### src/rtl/tmr_pkg.sv
package tmr_pkg;
  localparam int ADDR_W = 3;

  typedef enum logic [ADDR_W-1:0] {
    A_CTRL = 3'd0,
    A_STAT = 3'd1,
    A_PRE  = 3'd2,
    A_PER  = 3'd3,
    A_CNT  = 3'd4
  } reg_addr_e;

  localparam int CTRL_START_BIT = 0;
  localparam int CTRL_STOP_BIT  = 1;

  // terminal test shared by both counters: zero or one ends a cycle
  function automatic logic at_last(input logic [63:0] v);
    return v <= 64'd1;
  endfunction

  function automatic logic [63:0] step_down(input logic [63:0] v);
    return v - 64'd1;
  endfunction
endpackage

### src/rtl/tmr_regs.sv
module tmr_regs
  import tmr_pkg::*;
#(
  parameter int CNT_W = 32
) (
  input  logic                clk,
  input  logic                rst_n,
  input  logic                cs,
  input  logic                we,
  input  logic [ADDR_W-1:0]   addr,
  input  logic [CNT_W-1:0]    wdata,
  input  logic                running,
  input  logic [CNT_W-1:0]    cur_cnt,
  output logic [CNT_W-1:0]    rdata,
  output logic                start_p,
  output logic                stop_p,
  output logic [CNT_W-1:0]    pre_init,
  output logic [CNT_W-1:0]    per_init
);
  logic wr;
  logic wr_ctrl;
  logic [CNT_W-1:0] pre_q;
  logic [CNT_W-1:0] per_q;

  assign wr      = cs && we;
  assign wr_ctrl = wr && (addr == A_CTRL);
  assign start_p = wr_ctrl && wdata[CTRL_START_BIT];
  assign stop_p  = wr_ctrl && wdata[CTRL_STOP_BIT];

  always_ff @(posedge clk) begin
    if (!rst_n) begin
      pre_q <= CNT_W'(1);
      per_q <= CNT_W'(1);
    end else if (wr && !running) begin
      if (addr == A_PRE) pre_q <= wdata;
      if (addr == A_PER) per_q <= wdata;
    end
  end

  assign pre_init = pre_q;
  assign per_init = per_q;

  always_comb begin
    rdata = '0;
    if (cs) begin
      case (addr)
        A_STAT:  rdata = CNT_W'(running);
        A_PRE:   rdata = pre_q;
        A_PER:   rdata = per_q;
        A_CNT:   rdata = cur_cnt;
        default: rdata = '0;
      endcase
    end
  end

  // value registers hold while a count is active
  p_init_frozen_r8: assert property (@(posedge clk) disable iff (!rst_n)
    running |=> ($stable(pre_q) && $stable(per_q)));
endmodule

### src/rtl/tmr_prescaler.sv
module tmr_prescaler
  import tmr_pkg::*;
#(
  parameter int CNT_W = 32
) (
  input  logic             clk,
  input  logic             rst_n,
  input  logic             load,
  input  logic             en,
  input  logic [CNT_W-1:0] init,
  output logic             tick
);
  logic [CNT_W-1:0] cnt;

  assign tick = en && at_last(64'(cnt));

  always_ff @(posedge clk) begin
    if (!rst_n)      cnt <= CNT_W'(1);
    else if (load)   cnt <= init;
    else if (tick)   cnt <= init;
    else if (en)     cnt <= CNT_W'(step_down(64'(cnt)));
  end

  // checker: cycles elapsed since the last tick or load
  logic [CNT_W-1:0] gap;
  always_ff @(posedge clk) begin
    if (!rst_n)                gap <= CNT_W'(1);
    else if (load || !en || tick) gap <= CNT_W'(1);
    else                       gap <= gap + CNT_W'(1);
  end

  // ticks are spaced exactly by the prescale value, none lost on reload
  p_tick_spacing_r3: assert property (@(posedge clk) disable iff (!rst_n)
    (tick && init != '0) |-> (gap == init));
  // zero prescale ticks every active cycle
  p_bypass_r4: assert property (@(posedge clk) disable iff (!rst_n)
    (en && !load && init == '0 && $past(init) == '0) |-> tick);
endmodule

### src/rtl/tmr_counter.sv
module tmr_counter
  import tmr_pkg::*;
#(
  parameter int CNT_W = 32
) (
  input  logic             clk,
  input  logic             rst_n,
  input  logic             start,
  input  logic             stop,
  input  logic             tick,
  input  logic [CNT_W-1:0] init,
  output logic [CNT_W-1:0] cnt,
  output logic             running,
  output logic             expire
);
  assign expire = tick && at_last(64'(cnt));

  always_ff @(posedge clk) begin
    if (!rst_n) begin
      cnt     <= '0;
      running <= 1'b0;
    end else if (stop) begin
      running <= 1'b0;
    end else if (start) begin
      running <= 1'b1;
      cnt     <= init;
    end else if (expire) begin
      running <= 1'b0;
    end else if (tick) begin
      cnt <= CNT_W'(step_down(64'(cnt)));
    end
  end

  p_stop_halts_r6: assert property (@(posedge clk) disable iff (!rst_n)
    stop |=> (!running && $stable(cnt)));
  p_stop_wins_r7: assert property (@(posedge clk) disable iff (!rst_n)
    (start && stop) |=> !running);
  p_start_loads_r11: assert property (@(posedge clk) disable iff (!rst_n)
    (start && !stop) |=> (running && cnt == $past(init)));
  p_expire_clears_r3: assert property (@(posedge clk) disable iff (!rst_n)
    (expire && !start && !stop) |=> (!running && cnt == $past(cnt)));
  p_count_down_r5: assert property (@(posedge clk) disable iff (!rst_n)
    (running && !start) |=> (cnt <= $past(cnt)));
  p_idle_stays_r1: assert property (@(posedge clk) disable iff (!rst_n)
    (!running && !start) |=> (!running && $stable(cnt)));
endmodule

### src/rtl/prescaled_timer.sv
module prescaled_timer
  import tmr_pkg::*;
#(
  parameter int CNT_W = 32
) (
  input  logic                clk,
  input  logic                rst_n,
  input  logic                cs,
  input  logic                we,
  input  logic [ADDR_W-1:0]   addr,
  input  logic [CNT_W-1:0]    wdata,
  output logic [CNT_W-1:0]    rdata,
  output logic                running
);
  logic             start_p;
  logic             stop_p;
  logic             tick;
  logic             expire;
  logic [CNT_W-1:0] pre_init;
  logic [CNT_W-1:0] per_init;
  logic [CNT_W-1:0] cur_cnt;
  logic             run_q;

  tmr_regs #(.CNT_W(CNT_W)) u_regs (
    .clk(clk), .rst_n(rst_n), .cs(cs), .we(we), .addr(addr), .wdata(wdata),
    .running(run_q), .cur_cnt(cur_cnt), .rdata(rdata),
    .start_p(start_p), .stop_p(stop_p),
    .pre_init(pre_init), .per_init(per_init)
  );

  tmr_prescaler #(.CNT_W(CNT_W)) u_pre (
    .clk(clk), .rst_n(rst_n), .load(start_p), .en(run_q),
    .init(pre_init), .tick(tick)
  );

  tmr_counter #(.CNT_W(CNT_W)) u_cnt (
    .clk(clk), .rst_n(rst_n), .start(start_p), .stop(stop_p), .tick(tick),
    .init(per_init), .cnt(cur_cnt), .running(run_q), .expire(expire)
  );

  assign running = run_q;

  // an expiry can only come from a prescaler tick while active
  p_expire_in_run_r3: assert property (@(posedge clk) disable iff (!rst_n)
    expire |-> (tick && run_q));
endmodule

### config.mk
export PLATFORM = sky130hd
export DESIGN_NAME = prescaled_timer
export DESIGN_NICKNAME = d
export VERILOG_FILES = /design/src/rtl/tmr_pkg.sv /design/src/rtl/tmr_regs.sv /design/src/rtl/tmr_prescaler.sv /design/src/rtl/tmr_counter.sv /design/src/rtl/prescaled_timer.sv
export SDC_FILE = /design/constraint.sdc
export NUM_CORES = 1
export LEC_CHECK = 0
export CAP_MARGIN = 20
export CORE_MARGIN = 2
export CORE_UTILIZATION = 40
export CTS_CLUSTER_SIZE = 16
export DETAILED_ROUTE_END_ITERATION = 16
export GPL_ROUTABILITY_DRIVEN = 0
export PLACE_DENSITY_LB_ADDON = 0.12
export SYNTH_ARGS = -nofsm -noshare
export SYNTH_HDL_FRONTEND = slang
export SYNTH_SLANG_ARGS = --single-unit
export TNS_END_PERCENT = 5
### constraint.sdc
create_clock -name clk -period 2.7 [get_ports clk]
set_input_delay 0.54 -clock clk [delete_from_list [all_inputs] [get_ports clk]]
set_output_delay 0.54 -clock clk [all_outputs]
set_load 0.02 [all_outputs]
==> impl_metrics.yaml, run 1 <==
outcome:
  status: "completed"
logic_synthesis:
  synth_common_cells: "nand2_1 (197), a21oi_1 (159), dfxtp_1 (129), nor2_1 (108), clkbuf_1 (64)"
  synth_top_family_by_area: "simple AND/OR/NAND/NOR gates"
  synth_compound_area_share_pct: 23.4
  synthFlopType: "dfxtp_1"
  ys_async_sr_fraction_pct: 0
  ys_ff_latch: 129
  yosys.area.top_type: "dfxtp_1"
  yosys-top-cells-area: "dfxtp_1 (36%), a21oi_1 (11%), nand2_1 (10%)"
  syn_area_um2: 7260
  synth-edff-count: 0
  yosys.area_share.simple_pct: 29.6
  yosys_warnings: 0
  ys_types: 56
  ys_seq_area_share_pct: 35.6
  synth_fa_ha_area_share_pct: 0.689
  syn_avg_cell_area_um2: 7.06
  syn_inst: 1028
  synth_xor_area_share_pct: 0.241
  synth.top_cell.area_share_pct: 35.6
  syn-num-nets: 1071
  muxShareOfSynthArea_pct: 4.98
  synth_most_common_cell: "nand2_1"
worst_setup_path:
  cp_common_cell: "nor2_1"
  setup.worst_path.end_class: "output pin"
  cp.arrival_ps: 2110
  r2r_end: "u_cnt.cnt[23]"
  start_kind: "input port"
  critPathLaunch: "addr[1]"
  critPathMaxFanout: 32
  required_ps: 2160
  reg2regPathDepth: 8
  cp_cell_sequence: "clkdlybuf4s50_1 -> nor2_1 -> and2_2 -> o21ai_2 -> buf_12 -> nor2_1 -> dlygate4sd2_1"
  slowest_stage: "clkdlybuf4s50_1"
  rrSetupSlack_ps: 60
  worstSetupPathType: "input port to output pin"
  max_stage_delay_ps: 500
  timing.rr.start: "u_pre.cnt[13]"
timing:
  hold_viol: 0
  setup_viol: 0
  rsz0062_at_grt: "yes"
  worstMarginPinSlew_ps: 738
  max-slew-margin-rel_pct: 50.6
  setup_slack_ps: 53.0
  fmax_ghz: 0.378
  drv_slew: 0
  holdWs_ps: 476
  finClkSkew_ps: 6.85
  tns_ps: 0
  period_needed_ps: 2650
  fin_crit_sh_pct: 98.0
final_layout:
  final_nets: 1162
  area_growth_pct: 29.7
  nFillCells: 1815
  drive_gt1_share_pct: 13.6
  final_cell_area_um2: 9420
  finish.utilization_pct: 52.6
  fin_cells: 1362
cts:
  cts_made_buffers: 17
  clkTransAtPathRegs_ps: 60
  htree_num_levels: 4
  cts_tree: "done"
  cts.sinks: 129
  cts_buffer_depth: 2
  clk_latency_ps: 420
  cts_root_buf: "clkbuf_16"
grt:
  grt_pass1_vias: 7099
  grt_max_degree: 43
  antenna_found_initial: 1
  grt.total_usage_pct: 25.4
  grt-ovfl-total: 0
  grt_pass1_wl_um: 39000
floorplanning:
  start_util_pct: 40.6
  num_io_pins: 72
  die_area_um2: 19200
  die_w_um: 139
  coreArea_um2: 17900
  rows: 49
  die_h_um: 139
power:
  p_sw_mw: 1.24
  seqPwrFrac_pct: 38.6
  p_int_mw: 3.82
  total_power_mw: 5.07
  comb_power_share_pct: 12.4
  p_per_area_nw_per_um2: 538
  clock_power_share_pct: 49.0
  p_leak_nw: 3.60
  vdd_drop_max_v: 0.000501
  netSwitchingFraction_pct: 24.6
placement:
  numPortBuffers: 71
  dp_cells: 1323
  pre_cts_ws_ps: -243
  post_dp_cell_area_um2: 8640
  hpwlAfterDp_um: 17700
routing:
  ant_nets: 0
  wl_per_cell_um: 18.5
  drtIter0Drc: 785
  drt_pass1_iterations: 6
  routed_via_density: 5.83
  drt_wl_total_um: 25200
  drcViolationCount: 0
  via_count: 7938
worst_hold_path:
  hp-start: "u_regs.per_init[5]"
  hold-path-endpoint: "u_regs.per_init[5]"
  min_path_type: "flop to flop"
  min_path_cells: 2
flow_run:
  drv_cap: 0
routing by layer:
| metal | routed length (µm) | vias to the layer above | share of wire [%] | track usage [%] |
|---|---|---|---|---|
| li1 | - | 3872 | - | - |
| met1 | 11600 | 3739 | 46 | 35.2 |
| met2 | 11600 | 300 | 46 | 41.0 |
| met3 | 1620 | 27 | 6.4 | 4.52 |
| met4 | 417 | 0 | 1.7 | 6.96 |
| met5 | 0 | - | 0 | 0 |
timing repair:
item | CTS | global route
setup buffers | 0 | 3
endpoints found under the setup margin | 38 | 77
gates resized for setup | 33 | 44
pin swaps | 0 | 13
hold buffers | 0 | 0
cloned | 0 | 3
power by group through the flow:
stage | Combinational [mW] | Sequential [mW] | Clock (mW)
2_1_floorplan | 0.362 | 1.98 | 0
3_3_place_gp | 0.603 | 2.00 | 0
3_5_place_dp | 0.602 | 2.00 | 0
4_1_cts | 0.606 | 1.95 | 2.51
5_1_grt | 0.682 | 1.96 | 2.58
6_report | 0.627 | 1.96 | 2.49
final cells by class:
cell class	instances	area [µm²]	share of cell area [%]
inverters	12	46.3	0.491
repair buffers	158	1510	16.0
flip-flops and latches	129	2580	27.4
clock buffers	24	522	5.54
diodes	1	2.50	0.0266
clock inverters	8	123	1.30
well taps	229	287	3.04
multi-input cells	801	4350	46.2
layout by cell type (no fill, tap or decap), types with 16 or more instances in the layout:
| cell | n |
|---|---|
| dfxtp_1 | 128 |
| clkdlybuf4s15_1 | 18 |
| buf_4 | 71 |
| o21ai_0 | 36 |
| nand3_1 | 31 |
| a21oi_1 | 157 |
| nor4_1 | 21 |
| clkbuf_16 | 20 |
| or3_1 | 16 |
| mux2i_1 | 35 |
| nand2_1 | 197 |
| nor2_1 | 106 |
| nor3_1 | 29 |
| clkdlybuf4s50_1 | 38 |
registers in the layout, summed over array words and instances, names as in the netlist:
register,flops
u_cnt.cnt,32
u_cnt.running,1
u_pre.cnt,32
u_regs.per_init,32
u_regs.pre_init,32
worst max-delay path, delay by kind of cell:
kind / cells / cell delay, ps
AND/OR/NAND/NOR: 3 / 370
AO/OA/AOI/OAI: 1 / 170
buffers and inverters: 3 / 1020
cell families (layout without fill, tap and decap cells):
family	after synthesis	count (layout)
buffers and inverters	98	202
other	0	1
AO/OA/AOI/OAI	291	291
AND/OR/NAND/NOR	468	468
adder cells (fa/ha/maj)	4	4
XOR/XNOR	2	2
multiplexers	36	36
flip-flops	129	129
worst max path at each step:
stage | endpoint | slack [ps] | depth (start not counted)
6_report | rdata[17] | 50 | 7
3_5_place_dp | rdata[29] | -240 | 7
2_1_floorplan | u_pre.cnt[31] | -70 | 9
5_1_grt | u_cnt.cnt[22] | -50 | 7
3_3_place_gp | rdata[29] | -230 | 7
4_1_cts | rdata[18] | -210 | 7
No activity file was read; power rests on OpenSTA's default activity.
==> run 2: changes to the inputs <==
CTS_CLUSTER_SIZE = not set   (was 16)
==> results of run 2 <==
The final DEF is identical to that of run 1; final timing and power are the same.
==> run 3: changes to the inputs <==
clock period = 2.26 ns   (was 2.7 ns; I/O delays follow)
==> run 3 against run 2 <==
First-iteration DRC count decreased by 8.3%. Clock skew increased by 2.9 ps. The run now ends with setup timing left. Critical endpoint is now u_cnt.cnt[1]. Global-route usage increased by 1.4 points. Total power increased by 20%. Setup slack got worse by 410 ps. Largest cell class unchanged.
==> impl_metrics.yaml, run 3 (synthesis gave the netlist of run 1 again) <==
outcome:
  status: "finished, violations left"
  violations: "setup timing"
final_layout:
  final_common_cell: "nand2_1"
  final_cell_area_um2: 9970
  final_nets: 1250
  nFillCells: 1756
  area_growth_pct: 37.3
  final_cell_mix: "nand2_1 (197), buf_4 (159), a21oi_1 (154)"
  drive_gt1_share_pct: 22.3
floorplanning:
  num_io_pins: 72
  die_h_um: 139
  die_w_um: 139
  rows: 49
  coreArea_um2: 17900
  start_util_pct: 40.6
  die_area_um2: 19200
timing:
  fmax_ghz: 0.382
  worstMarginPinSlew_ps: 762
  hold_viol: 0
  holdWs_ps: 476
  fin_crit_sh_pct: 116
  max-slew-margin-rel_pct: 49.0
  setup_viol: 66
  drv_slew: 0
  finClkSkew_ps: 9.71
  rsz0062_at_grt: "yes"
  period_needed_ps: 2620
  setup_slack_ps: -358
cts:
  htree_num_levels: 4
  cts_buffer_depth: 2
  clk_latency_ps: 420
  clkTransAtPathRegs_ps: 60
  cts_hold_buf: 0
  cts_root_buf: "clkbuf_16"
  cts_made_buffers: 17
  cts_tree: "done"
  cts.sinks: 129
worst_setup_path:
  start_kind: "flop"
  cp.arrival_ps: 2970
  cp_common_cell: "or4_4"
  max_stage_delay_ps: 550
  slowest_stage: "or4_4"
  required_ps: 2620
  cp_cell_sequence: "or4_4 -> or4_4 -> nor4_4 -> buf_6 -> o211ai_4 -> buf_4 -> a211o_1 -> a21oi_2"
  worstSetupPathType: "flop to flop"
  critPathMaxFanout: 7
  setup.worst_path.end_class: "flop"
routing:
  wl_per_cell_um: 18.0
  drt_pass1_iterations: 5
  drcViolationCount: 0
  met2WireLength_um: 12200
  ant_nets: 0
  drt_wl_total_um: 26100
  met1Wirelength_um: 11600
  via_count: 8238
  routed_via_density: 5.68
  wl_met3_um: 1750
  route.top_layer_used: "met4"
  drtIter0Drc: 720
flow_run:
  drv_cap: 0
grt:
  grt-ovfl-total: 0
  grt.total_usage_pct: 26.8
  grt_pass1_wl_um: 41000
  grt_pass1_vias: 7621
  grt_max_degree: 57
  antenna_found_initial: 1
placement:
  numPortBuffers: 71
  post_dp_cell_area_um2: 9350
  hpwlAfterDp_um: 18700
  pre_cts_ws_ps: -520
power:
  p_per_area_nw_per_um2: 611
  vdd_drop_max_v: 0.000512
  p_leak_nw: 4.02
  total_power_mw: 6.09
worst_hold_path:
  min_path_type: "flop to flop"
run 3: cell count changes in the layout (fill, tap and decap cells not counted), sizes merged, moves of 3 or more:
| cell | delta |
|---|---|
| clkdlybuf4s50 | -3 |
| clkdlybuf4s15 | -15 |
| dlygate4sd2 | -6 |
| buf | +120 |
| clkinv | +3 |
| clkbuf | -10 |
run 3: path summary, 6_finish.rpt:
check	start	endpoint	slack, ps	cells past startpoint
worst max-delay path	u_pre.cnt[15]	u_cnt.cnt[1]	-360	8
worst min-delay path	u_regs.per_init[5]	u_regs.per_init[5]	480	2
worst min register to register	u_regs.per_init[5]	u_regs.per_init[5]	480	2
worst max register to register	u_pre.cnt[15]	u_cnt.cnt[1]	-360	8
run 3: routing by layer:
metal,vias to the layer above,GRT usage [%]
li1,4034,-
met1,3864,36.0
met2,296,43.7
met3,44,5.32
met4,0,8.35
met5,-,0
run 3: cell type report:
type	instances	area, µm²	area share, %
repair buffers	246	2060	20.7
well taps	229	287	2.87
flip-flops and latches	129	2580	25.9
clock inverters	11	160	1.61
clock buffers	21	460	4.62
diodes	1	2.50	0.0251
multi-input cells	801	4370	43.8
inverters	12	46.3	0.464
run 3: critical path, delay by kind of cell, from the launching register on:
| kind | cells | cell delay [ps] |
|---|---|---|
| buf+inv | 2 | 350 |
| flops | 1 | 320 |
| simple gates | 3 | 1350 |
| compound gates | 3 | 530 |
run 3: what timing repair did:
| action | 4_1_cts | 5_1_grt |
|---|---|---|
| setup buffers | 3 | 0 |
| gates cloned | 1 | 0 |
| hold endpoints to repair | 0 | 0 |
| pin swaps | 9 | 3 |
| setup endpoints to repair | 97 | 97 |
| resized for setup | 126 | 37 |
run 3: per-stage QoR:
step | std cells | TNS, ps | util (%)
2_1_floorplan | 1028 | -26730 | -
3_3_place_gp | 1413 | -46190 | 52.2
3_5_place_dp | 1413 | -48440 | 52.2
4_1_cts | 1449 | -17600 | 56.5
5_1_grt | 1449 | -21900 | 55.7
6_report | 1450 | -16200 | 55.7
run 3: power breakdown:
| part | switching [mW] | internal, mW | leakage, nW |
|---|---|---|---|
| combinational | 0.452 | 0.380 | 2.68 |
| clock | 1.04 | 1.89 | 0.303 |
| sequential | 0.0234 | 2.30 | 1.04 |
| total | 1.52 | 4.58 | 4.02 |
